**src/rtl/unlock_guard_pkg.sv**
```systemverilog
package unlock_guard_pkg;

  typedef enum logic [1:0] {
    GS_SEQ      = 2'd0,
    GS_OPEN     = 2'd1,
    GS_LOCKLOAD = 2'd2,
    GS_BUSY     = 2'd3
  } guardState_e;

  typedef struct packed {
    logic openGate;
    logic dataWrite;
    logic relock;
    logic busy;
  } guardStrobe_t;

endpackage

```
**src/rtl/ug_datapath.sv**
```systemverilog
module ug_datapath
  import unlock_guard_pkg::*;
#(
  parameter int ADDR_W = 15,
  parameter int DATA_W = 8,
  parameter int SEQ_LEN = 3,
  parameter logic [SEQ_LEN*ADDR_W-1:0] CMD_ADDR = '0,
  parameter logic [SEQ_LEN*DATA_W-1:0] CMD_DATA = '0
) (
  input  logic               clk,
  input  logic               rstN,
  input  logic [ADDR_W-1:0]  wrAddr,
  input  logic [DATA_W-1:0]  wrData,
  input  guardStrobe_t       strb,
  output logic [SEQ_LEN-1:0] stepMatch,
  output logic               commitEn,
  output logic               pollMode
);

  logic commitQ;
  logic loadQ;

  // one full-width comparator per command step
  for (genvar g = 0; g < SEQ_LEN; g++) begin : g_step
    assign stepMatch[g] = (wrAddr == CMD_ADDR[g*ADDR_W +: ADDR_W]) &&
                          (wrData == CMD_DATA[g*DATA_W +: DATA_W]);
  end

  always_ff @(posedge clk) begin
    if (!rstN) begin
      commitQ <= 1'b0;
      loadQ   <= 1'b0;
    end else if (strb.relock) begin
      commitQ <= 1'b0;
      loadQ   <= 1'b0;
    end else begin
      if (strb.openGate)  commitQ <= 1'b1;
      if (strb.dataWrite) loadQ   <= 1'b1;
    end
  end

  assign commitEn = commitQ;
  assign pollMode = loadQ | strb.busy;

  // the gate may only open on a write matching the final step
  p_gate_needs_match_r2: assert property (@(posedge clk) disable iff (!rstN)
    strb.openGate |-> stepMatch[SEQ_LEN-1]);

endmodule

```
**src/rtl/ug_control.sv**
```systemverilog
module ug_control
  import unlock_guard_pkg::*;
#(
  parameter int SEQ_LEN = 3
) (
  input  logic               clk,
  input  logic               rstN,
  input  logic               wrStrobe,
  input  logic               loadExpire,
  input  logic               progDone,
  input  logic [SEQ_LEN-1:0] stepMatch,
  output logic               cmdMark,
  output logic               dataMark,
  output guardStrobe_t       strb
);

  localparam int CNT_W = $clog2(SEQ_LEN + 1);

  guardState_e state;
  logic [CNT_W-1:0] stepCnt;
  logic curHit;
  logic inWindow;
  logic expireNow;
  logic takeWrite;
  logic lastStep;

  always_comb begin
    curHit = 1'b0;
    for (int i = 0; i < SEQ_LEN; i++) begin
      if (stepCnt == CNT_W'(i)) curHit = stepMatch[i];
    end
  end

  assign inWindow  = (state == GS_SEQ && stepCnt != '0) ||
                     state == GS_OPEN || state == GS_LOCKLOAD;
  assign expireNow = loadExpire && inWindow;
  assign takeWrite = wrStrobe && !expireNow && (state != GS_BUSY);
  assign cmdMark   = takeWrite && (state == GS_SEQ) && curHit;
  assign dataMark  = takeWrite && !cmdMark;
  assign lastStep  = (stepCnt == CNT_W'(SEQ_LEN - 1));

  always_comb begin
    strb.openGate  = cmdMark && lastStep;
    strb.dataWrite = dataMark;
    strb.relock    = (state == GS_BUSY) && progDone;
    strb.busy      = (state == GS_BUSY);
  end

  always_ff @(posedge clk) begin
    if (!rstN) begin
      state   <= GS_SEQ;
      stepCnt <= '0;
    end else begin
      unique case (state)
        GS_SEQ: begin
          if (expireNow) begin
            stepCnt <= '0;
          end else if (cmdMark) begin
            if (lastStep) begin
              state   <= GS_OPEN;
              stepCnt <= '0;
            end else begin
              stepCnt <= stepCnt + 1'b1;
            end
          end else if (dataMark) begin
            state   <= GS_LOCKLOAD;
            stepCnt <= '0;
          end
        end
        GS_OPEN, GS_LOCKLOAD: begin
          if (expireNow) state <= GS_BUSY;
        end
        GS_BUSY: begin
          if (progDone) state <= GS_SEQ;
        end
        default: state <= GS_SEQ;
      endcase
    end
  end

  // a write is never both command and data
  p_marks_exclusive_r2: assert property (@(posedge clk) disable iff (!rstN)
    !(cmdMark && dataMark));

  // step counter never leaves the run
  p_count_in_range_r2: assert property (@(posedge clk) disable iff (!rstN)
    stepCnt <= CNT_W'(SEQ_LEN - 1));

  // programming period ignores bus writes
  p_busy_silent_r10: assert property (@(posedge clk) disable iff (!rstN)
    (state == GS_BUSY) |-> (!cmdMark && !dataMark));

  // an expire during a partial match returns to step 0
  p_expire_clears_r6: assert property (@(posedge clk) disable iff (!rstN)
    (state == GS_SEQ && expireNow) |=> (stepCnt == '0));

endmodule

```
**src/rtl/command_unlock_guard.sv**
```systemverilog
module command_unlock_guard
  import unlock_guard_pkg::*;
#(
  parameter int ADDR_W = 15,
  parameter int DATA_W = 8,
  parameter int SEQ_LEN = 3,
  parameter logic [SEQ_LEN*ADDR_W-1:0] CMD_ADDR = {15'h5555, 15'h2AAA, 15'h5555},
  parameter logic [SEQ_LEN*DATA_W-1:0] CMD_DATA = {8'hA0, 8'h55, 8'hAA}
) (
  input  logic              clk,
  input  logic              rstN,
  input  logic              wrStrobe,
  input  logic [ADDR_W-1:0] wrAddr,
  input  logic [DATA_W-1:0] wrData,
  input  logic              loadExpire,
  input  logic              progDone,
  output logic              cmdMark,
  output logic              dataMark,
  output logic              commitEn,
  output logic              pollMode
);

  guardStrobe_t strb;
  logic [SEQ_LEN-1:0] stepMatch;

  ug_control #(.SEQ_LEN(SEQ_LEN)) u_ctl (
    .clk(clk), .rstN(rstN), .wrStrobe(wrStrobe), .loadExpire(loadExpire),
    .progDone(progDone), .stepMatch(stepMatch), .cmdMark(cmdMark),
    .dataMark(dataMark), .strb(strb)
  );

  ug_datapath #(
    .ADDR_W(ADDR_W), .DATA_W(DATA_W), .SEQ_LEN(SEQ_LEN),
    .CMD_ADDR(CMD_ADDR), .CMD_DATA(CMD_DATA)
  ) u_dp (
    .clk(clk), .rstN(rstN), .wrAddr(wrAddr), .wrData(wrData), .strb(strb),
    .stepMatch(stepMatch), .commitEn(commitEn), .pollMode(pollMode)
  );

  // commit opens only right after a command write
  p_commit_after_cmd_r3: assert property (@(posedge clk) disable iff (!rstN)
    $rose(commitEn) |-> $past(cmdMark));

  // finishing a programming period relocks
  p_done_relocks_r5: assert property (@(posedge clk) disable iff (!rstN)
    (strb.busy && progDone) |=> (!commitEn && !pollMode));

  // a data write turns on status polling
  p_data_polls_r9: assert property (@(posedge clk) disable iff (!rstN)
    dataMark |=> pollMode);

endmodule

```
**config.mk**
```make
export PLATFORM = sky130hd
export DESIGN_NAME = command_unlock_guard
export DESIGN_NICKNAME = d
export VERILOG_FILES = /design/src/rtl/unlock_guard_pkg.sv /design/src/rtl/ug_datapath.sv /design/src/rtl/ug_control.sv /design/src/rtl/command_unlock_guard.sv
export SDC_FILE = /design/constraint.sdc
export NUM_CORES = 1
export LEC_CHECK = 0
export BUFFER_PORTS_ARGS = -buffer_cell sky130_fd_sc_hd__buf_2
export CORE_MARGIN = 2
export CORE_UTILIZATION = 25
export DETAILED_ROUTE_END_ITERATION = 10
export GPL_TIMING_DRIVEN = 1
export SLEW_MARGIN = 25
export SYNTH_ARGS = -nofsm -noshare
export SYNTH_HDL_FRONTEND = slang
export SYNTH_SLANG_ARGS = --single-unit
export TNS_END_PERCENT = 50
```
**constraint.sdc**
```tcl
create_clock -name clk -period 5.5 [get_ports clk]
set_input_delay 1.1 -clock clk [delete_from_list [all_inputs] [get_ports clk]]
set_output_delay 1.1 -clock clk [all_outputs]
set_load 0.1 [all_outputs]
```
==> results of run 1 <==
routing by layer:
layer | track usage | wire (um) | vias up
li1 | - | - | 360
met2 | 0.201 | 750 | 30
met5 | 0 | 0 | -
met3 | 0.0246 | 110 | 4
met4 | 0.0375 | 25 | 0
met1 | 0.141 | 865 | 320
sequential cells by signal (all words and copies together) (netlist names):
signal / count
u_dp.commitEn: 1
u_ctl.state: 2
u_dp.loadQ: 1
u_ctl.stepCnt: 2
worst max path at each step:
stage,startpoint,to,slack (ns),depth (start not counted)
final,wrData[2],cmdMark,1.45,6
after global routing,wrData[2],cmdMark,1.42,6
after CTS,wrData[2],cmdMark,1.50,6
after detailed placement,wrData[2],cmdMark,1.51,6
after global placement,wrData[2],cmdMark,1.57,6
after floorplan,wrAddr[0],dataMark,0.39,5
metrics by stage:
step | power, uW | cell area [um2] | setup WS, ns
after global routing | 269 | 852 | 1.42
final | 247 | 852 | 1.45
after global placement | 205 | 830 | 1.57
after detailed placement | 207 | 830 | 1.51
after CTS | 248 | 852 | 1.50
after floorplan | 174 | 637 | 0.388
area by class of cell:
| cell class | count | area share |
|---|---|---|
| Clock buffer | 3 | 0.0264 |
| Inverter | 5 | 0.0220 |
| Multi-Input combinational cell | 62 | 0.584 |
| Sequential cell | 6 | 0.141 |
| Tap cell | 30 | 0.0441 |
| Timing Repair Buffer | 31 | 0.182 |
power by group through the flow:
stage | clock network (uW) | logic, uW | registers [uW]
finish | 40.1 | 151 | 56.5
detailed placement | 0 | 150 | 57.2
CTS | 41.6 | 150 | 56.4
global placement | 0 | 149 | 56.7
global route | 45.8 | 165 | 57.7
floorplan | 0 | 118 | 55.8
placed cells by master (no fill, tap or decap), drive strengths merged, types with 2 or more instances in the layout:
cell type,netlist,final
buf,0,31
dfxtp,6,6
nor2,5,5
nor4bb,5,5
nand2,5,5
o21ai,5,5
inv,5,5
ha,5,5
nand4,4,4
clkbuf,0,3
nor4b,2,2
and4b,2,2
or2,2,2
a21boi,2,2
or3b,2,2
a21oi,2,2
a32o,2,2
cells by family (layout without fill, tap and decap cells):
kind of cell,count (synthesis),after routing,synth area share
AND/OR/NAND/NOR,35,35,0.387
buffers and inverters,5,39,0.0295
adder cells (fa/ha/maj),5,5,0.0982
flip-flops,6,6,0.189
AO/OA/AOI/OAI,21,21,0.279
multiplexers,1,1,0.0177
tightest hold or removal path, cell delays in order, from the launching register on:
cell and delay (ns):
dfxtp_1 0.31, nand2_1 0.05, o31ai_1 0.05
==> run metrics, run 1 <==
outcome=finished, final reports clean; Setup violations, final=0; minimum clock period=between 4 and 5 ns; Seq pwr share=0.228; CTS tree=yes; Worst path most repeated cell=buf_2; n_diodes=0; Peak VDD IR=between 0.2 and 0.25 mV; max_cap viols=0; ranking of synthesized cells by area=dfxtp_1, ha_1, nor4bb_1; final hold violation count=0; Clock power frac=0.162; drt drc=0; Port Buf Inserts=31; initial antenna violation count=0; Clock Skews=0.000485 ns; combinational power share=0.610; most common cell in the netlist=dfxtp_1; GR Overflow Total=0; CTS resizes=0; yosys warns=0; Hold Path Class=register to register; CP max-delay cell=buf_2; Primary FF master, synth=dfxtp_1; Worst Path Buf+Inv=2; chip height=between 50 and 60 um; critical path cell sequence=buf_2, nor4b_1, nand4_1, or3b_4, a21oi_4, buf_2; Hold Crit Start=u_dp.loadQ$_SDFFE_PP0P_; critical path fanouts, max=5; area growth from synthesis to layout=33.8%; sequential-to-total area share from yosys stat=0.189; 1st-pass router iterations=4; Crit path max-delay family=simple AND/OR/NAND/NOR gates; crit end category=output pin; share of flip-flops with an asynchronous set or reset=0; Rows=18; Sw Pwr=approximately 110 uW; unrepaired setup endpoints after global routing=no; htree depth=1; Die ar.=slightly below 3000 um2; Power Dens Cells=between 200 and 300 nW/um2; Multi-input gate area=between 400 and 500 um2; worst hold slack=between 0.4 and 0.5 ns; clock transition at the registers of the reported paths=roughly 0.04 ns; share of the synthesized area in the top cell type=0.189; IO Pins=32; core outline area=roughly 2500 um2; clock sink count=6; Hold Crit Depth=2; largest net degree at the start of global routing=10; Initial Util=0.259; initial DRC count=17; CP Launch Type=input pin; Crit path arrival time=2.95 ns; # fillers=254; WL/cell=12.8 um; actual slew at the worst max-slew pin=0.561 ns; Tot GR Track Use=0.116; Pins Over Slew Limit=0; die width=about 54 um; setup bufs post-CTS=0; Synth Cell Area=~640 um2; syn_nets=approximately 110; Post-DP HPWL=between 1000 and 1500 um; Final Non-Filler Cells=approximately 140; Post-Route WL=roughly 1800 um; Reg2Reg Setup Slack=3.47 ns; syn_area_per_cell=a little under 9 um2; fraction of layout cells with a size suffix above 1=0.411; worst r2r dst=u_ctl.state[0]$_SDFFE_PN0P_; Largest stage delay, worst path=0.46 ns; DRT antenna net count=0; Layout Nets=around 140; worst-skew pair later-pin latency=roughly 0.24 ns; Critical R2R Launch=u_ctl.state[1]$_SDFFE_PN0P_; via count=a little over 700; Placed Cells=134; Synth area leader=dfxtp_1; Net Sw Frac=0.454; flops & latches, synth=6; R2R depth=7; kind of critical path=input pin to output pin; Int Power=between 100 and 150 uW; first-pass GRT wire length=2500 um; Max clock buf depth=2; Distinct cells, synth=37; slew margin rel.=0.623; Lkg Pwr=~0.00038 uW; FF+latch area=between 100 and 150 um2; vias per inst=between 5 and 6; final core utilization=0.347; synthesized instance count=73; number of hold buffers added after CTS=0; setup_tns=0 ns; CTS Buf Count=3; number of flops mapped to enable cells by yosys=0; vias in the first global route=about 620; CTS Root Cell=clkbuf_4; GPL Wtd Cong=0.798; Final period util=0.737; WP data required=4.40 ns; hold endpoint=u_dp.loadQ$_SDFFE_PP0P_; maximum clock rate=~250 MHz
Note: power is estimated with default switching activity, not from simulation.
==> run 2: changes to the inputs <==
--- a/config.mk
+++ b/config.mk
@@ -5,6 +5,7 @@
 export SDC_FILE = /design/constraint.sdc
 export NUM_CORES = 1
 export LEC_CHECK = 0
+export ABC_AREA = 1
 export BUFFER_PORTS_ARGS = -buffer_cell sky130_fd_sc_hd__buf_2
 export CORE_MARGIN = 2
 export CORE_UTILIZATION = 25
==> constraint.sdc (replaced) <==
create_clock -name clk -period 4.25 [get_ports clk]
set_input_delay 0.85 -clock clk [delete_from_list [all_inputs] [get_ports clk]]
set_output_delay 0.85 -clock clk [all_outputs]
set_load 0.1 [all_outputs]
==> run 2 against run 1 <==
  * Clock-buffer cell count unchanged
  * Die area up 11%
  * Highest routed layer is now met3
  * Combinational power increased by 31%
  * Cell area up 8.8%
  * Hold slack improved by 0.020 ns
  * Register-to-register slack lost 0.89 ns
  * Non-clock buffer count unchanged
==> run metrics, run 2 <==
unrepaired setup endpoints after global routing=no (unchanged); Clock Skews=0.00399 ns (was 0.000485 ns); Crit path arrival time=2.18 ns (was 2.95 ns); synthesized instance count=133 (was 73); clock transition at the registers of the reported paths=0.05 ns (was 0.04 ns); critical path fanouts, max=4 (was 5); Lkg Pwr=0.000558 uW (was 0.000376 uW); Synth Cell Area=711 um2 (was 637 um2); Clock power frac=0.164 (was 0.162); IO Pins=32 (unchanged); Layout Nets=202 (was 142); CTS tree=yes (unchanged); Tot GR Track Use=0.111 (was 0.116); vias per inst=4.10 (was 5.21); slew margin rel.=0.677 (was 0.623); Final Instance Area=927 um2 (was 852 um2); CTS Root Cell=clkbuf_4 (unchanged); Hold Path Class=register to register (unchanged); Sw Pwr=158 uW (was 112 uW); combinational power share=0.615 (was 0.610); chip height=57.3 um (was 54.5 um); ranking of synthesized cells by area=nand2_1, dfxtp_1, nor2_1 (was dfxtp_1, ha_1, nor4bb_1); syn_nets=166 (was 106); Port Buf Inserts=31 (unchanged); final worst slack=1.22 ns (was 1.45 ns); CTS resizes=0 (unchanged); GR Overflow Total=0 (unchanged); CTS Buf Count=3 (unchanged); Power Dens Cells=347 nW/um2 (was 290 nW/um2); first-pass GRT wire length=2950 um (was 2500 um); Die ar.=3290 um2 (was 2970 um2); htree depth=1 (unchanged); FF+latch area=120 um2 (unchanged); most frequent cells in the layout=nand2_1, nor2_1, buf_2, inv_1, nand3_1 (was buf_2, dfxtp_1); kind of critical path=input pin to output pin (unchanged); area growth from synthesis to layout=30.5% (was 33.8%); n_diodes=0 (unchanged); Primary FF master, synth=dfxtp_1 (unchanged); Net Sw Frac=0.492 (was 0.454); Multi-input gate area=485 um2 (was 498 um2); DRT antenna net count=0 (unchanged); outcome=finished, final reports clean (unchanged); Distinct cells, synth=19 (was 37); minimum clock period=a little over 3 ns; core outline area=2730 um2 (was 2450 um2); setup_tns=0 ns (unchanged); share of flip-flops with an asynchronous set or reset=0 (unchanged); Final Non-Filler Cells=198 (was 137); maximum clock rate=between 300 and 400 MHz; die width=57.3 um (was 54.5 um); Post-Route WL=1640 um (was 1750 um); flops & latches, synth=6 (unchanged); actual slew at the worst max-slew pin=0.489 ns (was 0.561 ns); GPL Wtd Cong=0.763 (was 0.798); clock sink count=6 (unchanged); total chip power=321 uW (was 247 uW); sequential-to-total area share from yosys stat=0.169 (was 0.189); # fillers=339 (was 254); Rows=19 (was 18); number of flops mapped to enable cells by yosys=0 (unchanged); Synth area leader=nand2_1 (was dfxtp_1); final hold violation count=0 (unchanged); post-place setup slack=1.19 ns (was 1.51 ns); worst-skew pair later-pin latency=0.24 ns (about the same); CP Launch Type=input pin (unchanged); syn_area_per_cell=5.34 um2 (was 8.72 um2); 1st-pass router iterations=4 (unchanged); vias in the first global route=758 (was 621); fraction of layout cells with a size suffix above 1=0.281 (was 0.411); Post-DP HPWL=1440 um (about the same); WP data required=3.40 ns (was 4.40 ns); max_cap viols=0 (unchanged); initial antenna violation count=0 (unchanged); share of the synthesized area in the top cell type=0.201 (was 0.189); setup bufs post-CTS=0 (unchanged); yosys warns=0 (unchanged); Pins Over Slew Limit=0 (unchanged); Seq pwr share=0.222 (was 0.228); Int Power=163 uW (was 135 uW); Final period util=0.714; biggest regs=u_ctl.state x2, u_ctl.stepCnt x2 (unchanged); Cell Area, Placed=905 um2 (was 830 um2); drt drc=0 (unchanged); Peak VDD IR=0.208 mV (was 0.213 mV); top cells by count, synth=nand2_1, nor2_1, inv_1; WL/cell=8.30 um (was 12.8 um); via count=812 (was 714); initial DRC count=39 (was 17); Initial Util=0.260 (was 0.259); most common cell after layout, fill and taps aside=nand2_1 (was buf_2); Max clock buf depth=2 (unchanged); Setup violations, final=0 (unchanged); largest net degree at the start of global routing=6 (was 10); crit end category=output pin (unchanged); number of hold buffers added after CTS=0 (unchanged); most common cell in the netlist=nand2_1 (was dfxtp_1); Placed Cells=195 (was 134)
run 2: cell count changes after synthesis, sizes merged, moves of 2 or more:
cell / before / now
o21ai: 5 / 1
and4b: 2 / 0
or3b: 2 / 0
nand4: 4 / 1
a32o: 2 / 0
nand2: 5 / 42
a21oi: 2 / 4
nand3: 1 / 9
inv: 5 / 28
nor2: 5 / 31
nor4bb: 5 / 0
nor4b: 2 / 0
run 2: metrics by stage:
step	hold slack [ns]	util
after floorplan	0.432	-
after global placement	0.458	0.331
after detailed placement	0.456	0.331
after CTS	0.464	0.339
after global routing	0.494	0.339
final	0.468	0.339
run 2: routing by layer:
metal / routed length (um) / share of wire / vias up / global-route usage
met3: 86 / 0.052 / 0 / 0.0340
li1: - / - / 467 / -
met4: 0 / 0 / 0 / 0.0233
met1: 827 / 0.50 / 326 / 0.145
met2: 730 / 0.44 / 19 / 0.182
met5: 0 / 0 / - / 0
run 2: cell type report:
class,count,share of cell area
timing repair buffer,31,0.167
inverter,28,0.113
clock buffer,3,0.0243
tap,31,0.0418
multi-input combinational,99,0.524
sequential,6,0.130
run 2: worst paths after layout:
check / start / slack [ns] / end / cells after the start
worst max-delay path: wrData[0] / 1.22 / cmdMark / 9
worst min-delay path: u_dp.loadQ$_SDFFE_PP0P_ / 0.47 / u_dp.loadQ$_SDFFE_PP0P_ / 2
worst max register to register: u_ctl.state[0]$_SDFFE_PN0P_ / 2.58 / u_ctl.state[1]$_SDFFE_PN0P_ / 12
worst min register to register: u_dp.loadQ$_SDFFE_PP0P_ / 0.47 / u_dp.loadQ$_SDFFE_PP0P_ / 2
run 2: cells by family (layout without fill, tap and decap cells):
logic type	count (synthesis)	in the layout	synth area share
flops	6	6	0.169
buf+inv	28	62	0.148
fa+ha+maj	5	5	0.0880
simple gates	86	86	0.514
compound gates	8	8	0.0810
run 2: power groups by stage:
stage                     registers [uW]  clock network [uW]  logic (uW)
after floorplan                     71.2                   0         157
after global placement              72.2                   0         200
after detailed placement            72.5                   0         199
after CTS                           71.4                55.1         200
after global routing                72.1                59.8         226
final                               71.2                52.6         198
run 2: critical path, stage by stage:
cell	delay [ns]
buf_2	0.10
nor2_1	0.18
nand2_1	0.08
nor2_1	0.10
nand3_1	0.09
a21oi_2	0.19
nand2_2	0.11
inv_2	0.07
buf_2	0.41
==> run 3: changes to the inputs <==
==> constraint.sdc (replaced) <==
create_clock -name clk -period 2.85 [get_ports clk]
set_input_delay 0.57 -clock clk [delete_from_list [all_inputs] [get_ports clk]]
set_output_delay 0.57 -clock clk [all_outputs]
set_load 0.1 [all_outputs]
==> run 3 against run 2 <==
  * Core utilization unchanged
  * Global-route usage about the same
  * Hold slack got worse by 0.00085 ns
  * Combinational power increased by 48%
==> run metrics, run 3 (synthesis results as in run 2) <==
CTS Root Cell=clkbuf_4 (unchanged); Post-DP HPWL=1440 um (about the same); most common cell after layout, fill and taps aside=nand2_1 (unchanged); maximum clock rate=382 MHz; slew margin rel.=0.681 (was 0.677); Peak VDD IR=0.366 mV (was 0.208 mV); via count=818 (was 812); Clock Skews=0.00843 ns (was 0.00399 ns); largest net degree at the start of global routing=6 (unchanged); area growth from synthesis to layout=30.5% (unchanged); vias in the first global route=756 (was 758); GPL Wtd Cong=0.764 (was 0.763); worst-skew pair later-pin latency=0.25 ns (was 0.24 ns); Setup violations, final=0 (unchanged); final hold violation count=0 (unchanged); CP Launch Point=u_ctl.state[0]$_SDFFE_PN0P_ (was wrData[0]); initial DRC count=22 (was 39); Power Dens Cells=517 nW/um2 (was 347 nW/um2); 1st-pass router iterations=3 (was 4); Final period util=0.919; final core utilization=0.339 (unchanged); Hold Path Class=register to register (unchanged); critical path depth=10 (was 9); Rows=19 (unchanged); setup bufs post-CTS=0 (unchanged); Placed Cells=195 (unchanged); Crit path max-delay family=buffers and inverters (unchanged); fraction of layout cells with a size suffix above 1=0.281 (unchanged); actual slew at the worst max-slew pin=0.482 ns (was 0.489 ns); Critical R2R Launch=u_ctl.state[0]$_SDFFE_PN0P_ (unchanged); n_diodes=0 (unchanged); hold endpoint=u_dp.loadQ$_SDFFE_PP0P_ (unchanged); Pins Over Slew Limit=0 (unchanged); Hold Crit Depth=2 (unchanged); clock sink count=6 (unchanged); CTS Buf Count=3 (unchanged); biggest regs=u_ctl.state x2, u_ctl.stepCnt x2 (unchanged); max_cap viols=0 (unchanged); minimum clock period=between 2 and 3 ns; GR Overflow Total=0 (unchanged); unrepaired setup endpoints after global routing=no (unchanged); Die ar.=3290 um2 (unchanged); Initial Util=0.260 (unchanged); number of hold buffers added after CTS=0 (unchanged); chip height=57.3 um (unchanged); htree depth=1 (unchanged); DRT antenna net count=0 (unchanged); clock transition at the registers of the reported paths=0.05 ns (about the same); Max clock buf depth=2 (unchanged); GR peak layer=met2 (unchanged); kind of critical path=register to output pin (was input pin to output pin); met2 usage=0.186 (was 0.182); Hold Crit Start=u_dp.loadQ$_SDFFE_PP0P_ (unchanged); WL/cell=8.21 um (was 8.30 um); worst r2r dst=u_ctl.state[1]$_SDFFE_PN0P_ (unchanged); critical path fanouts, max=4 (unchanged); Crit path arrival time=2.05 ns (was 2.18 ns); Final Non-Filler Cells=198 (unchanged); first-pass GRT wire length=2950 um (unchanged); initial antenna violation count=0 (unchanged); CTS resizes=0 (unchanged); CP Launch Type=register (was input pin); Post-Route WL=1630 um (was 1640 um); Layout Nets=202 (unchanged); most frequent cells in the layout=nand2_1, nor2_1, buf_2, inv_1, nand3_1 (unchanged); drt drc=0 (unchanged); outcome=finished, final reports clean (unchanged); crit end category=output pin (unchanged); met1 usage=0.145 (about the same); Reg2Reg Setup Slack=1.18 ns (was 2.58 ns); CP max-delay cell=buf_2 (unchanged); Tot GR Track Use=0.112 (was 0.111); Multi-input gate area=485 um2 (unchanged); setup_tns=0 ns (unchanged); Worst Path Buf+Inv=3 (unchanged); R2R depth=12 (unchanged); vias per inst=4.13 (was 4.10); Port Buf Inserts=31 (unchanged); FF+latch area=120 um2 (unchanged); Largest stage delay, worst path=0.41 ns (about the same); Lkg Pwr=0.000558 uW (unchanged); core outline area=2730 um2 (unchanged); IO Pins=32 (unchanged); CTS tree=yes (unchanged); die width=57.3 um (unchanged); WP data required=2.28 ns (was 3.40 ns); critical path cell sequence=inv_1, ha_1, nand2_1, nand2_1, nand2_2, nand3_2, a21oi_2, nand2_2, inv_2, buf_2 (was buf_2, nor2_1, nand2_1, nor2_1, nand3_1, a21oi_2, nand2_2, inv_2, buf_2); GR Util met3=0.0385 (was 0.0340); # fillers=319 (was 339)
-- run 3: cell counts in the layout (fill, tap and decap cells not counted) --
No cell type changed its count.
-- run 3: where the power goes --
group,internal (uW),switching [uW],total [uW]
Clock,47.8,32.4,80.1
Combinational,97.2,196,294
Sequential,97.9,7.94,106
-- run 3: stage by stage --
stage | power [uW] | instance area, um2 | worst slack, ns | hold WS, ns
after global routing | 540 | 927 | 0.0555 | 0.527
after detailed placement | 403 | 905 | 0.362 | 0.467
after floorplan | 341 | 711 | 0.596 | 0.432
after CTS | 484 | 927 | 0.226 | 0.473
final | 480 | 927 | 0.231 | 0.467
after global placement | 405 | 905 | 0.423 | 0.458
-- run 3: how the worst max path moves through the flow --
stage | to
finish | cmdMark
global route | cmdMark
CTS | cmdMark
detailed placement | cmdMark
global placement | cmdMark
floorplan | dataMark
-- run 3: cell type report --
cell class	instances	share of cell area
timing repair buffer	31	0.167
inverter	28	0.113
multi-input combinational	99	0.524
clock buffer	3	0.0243
sequential	6	0.130
tap	31	0.0418
-- run 3: tightest hold or removal path: cells and delay by family (launching register included) --
| kind | cells | cell delay (ns) |
|---|---|---|
| AO/OA/AOI/OAI | 1 | 0.06 |
| buffers and inverters | 1 | 0.07 |
| flip-flops | 1 | 0.29 |
-- run 3: layer usage --
metal / wire [um] / part of all wire
met5: 0 / 0
met2: 722 / 0.44
met3: 94 / 0.058
met4: 0 / 0
met1: 807 / 0.50
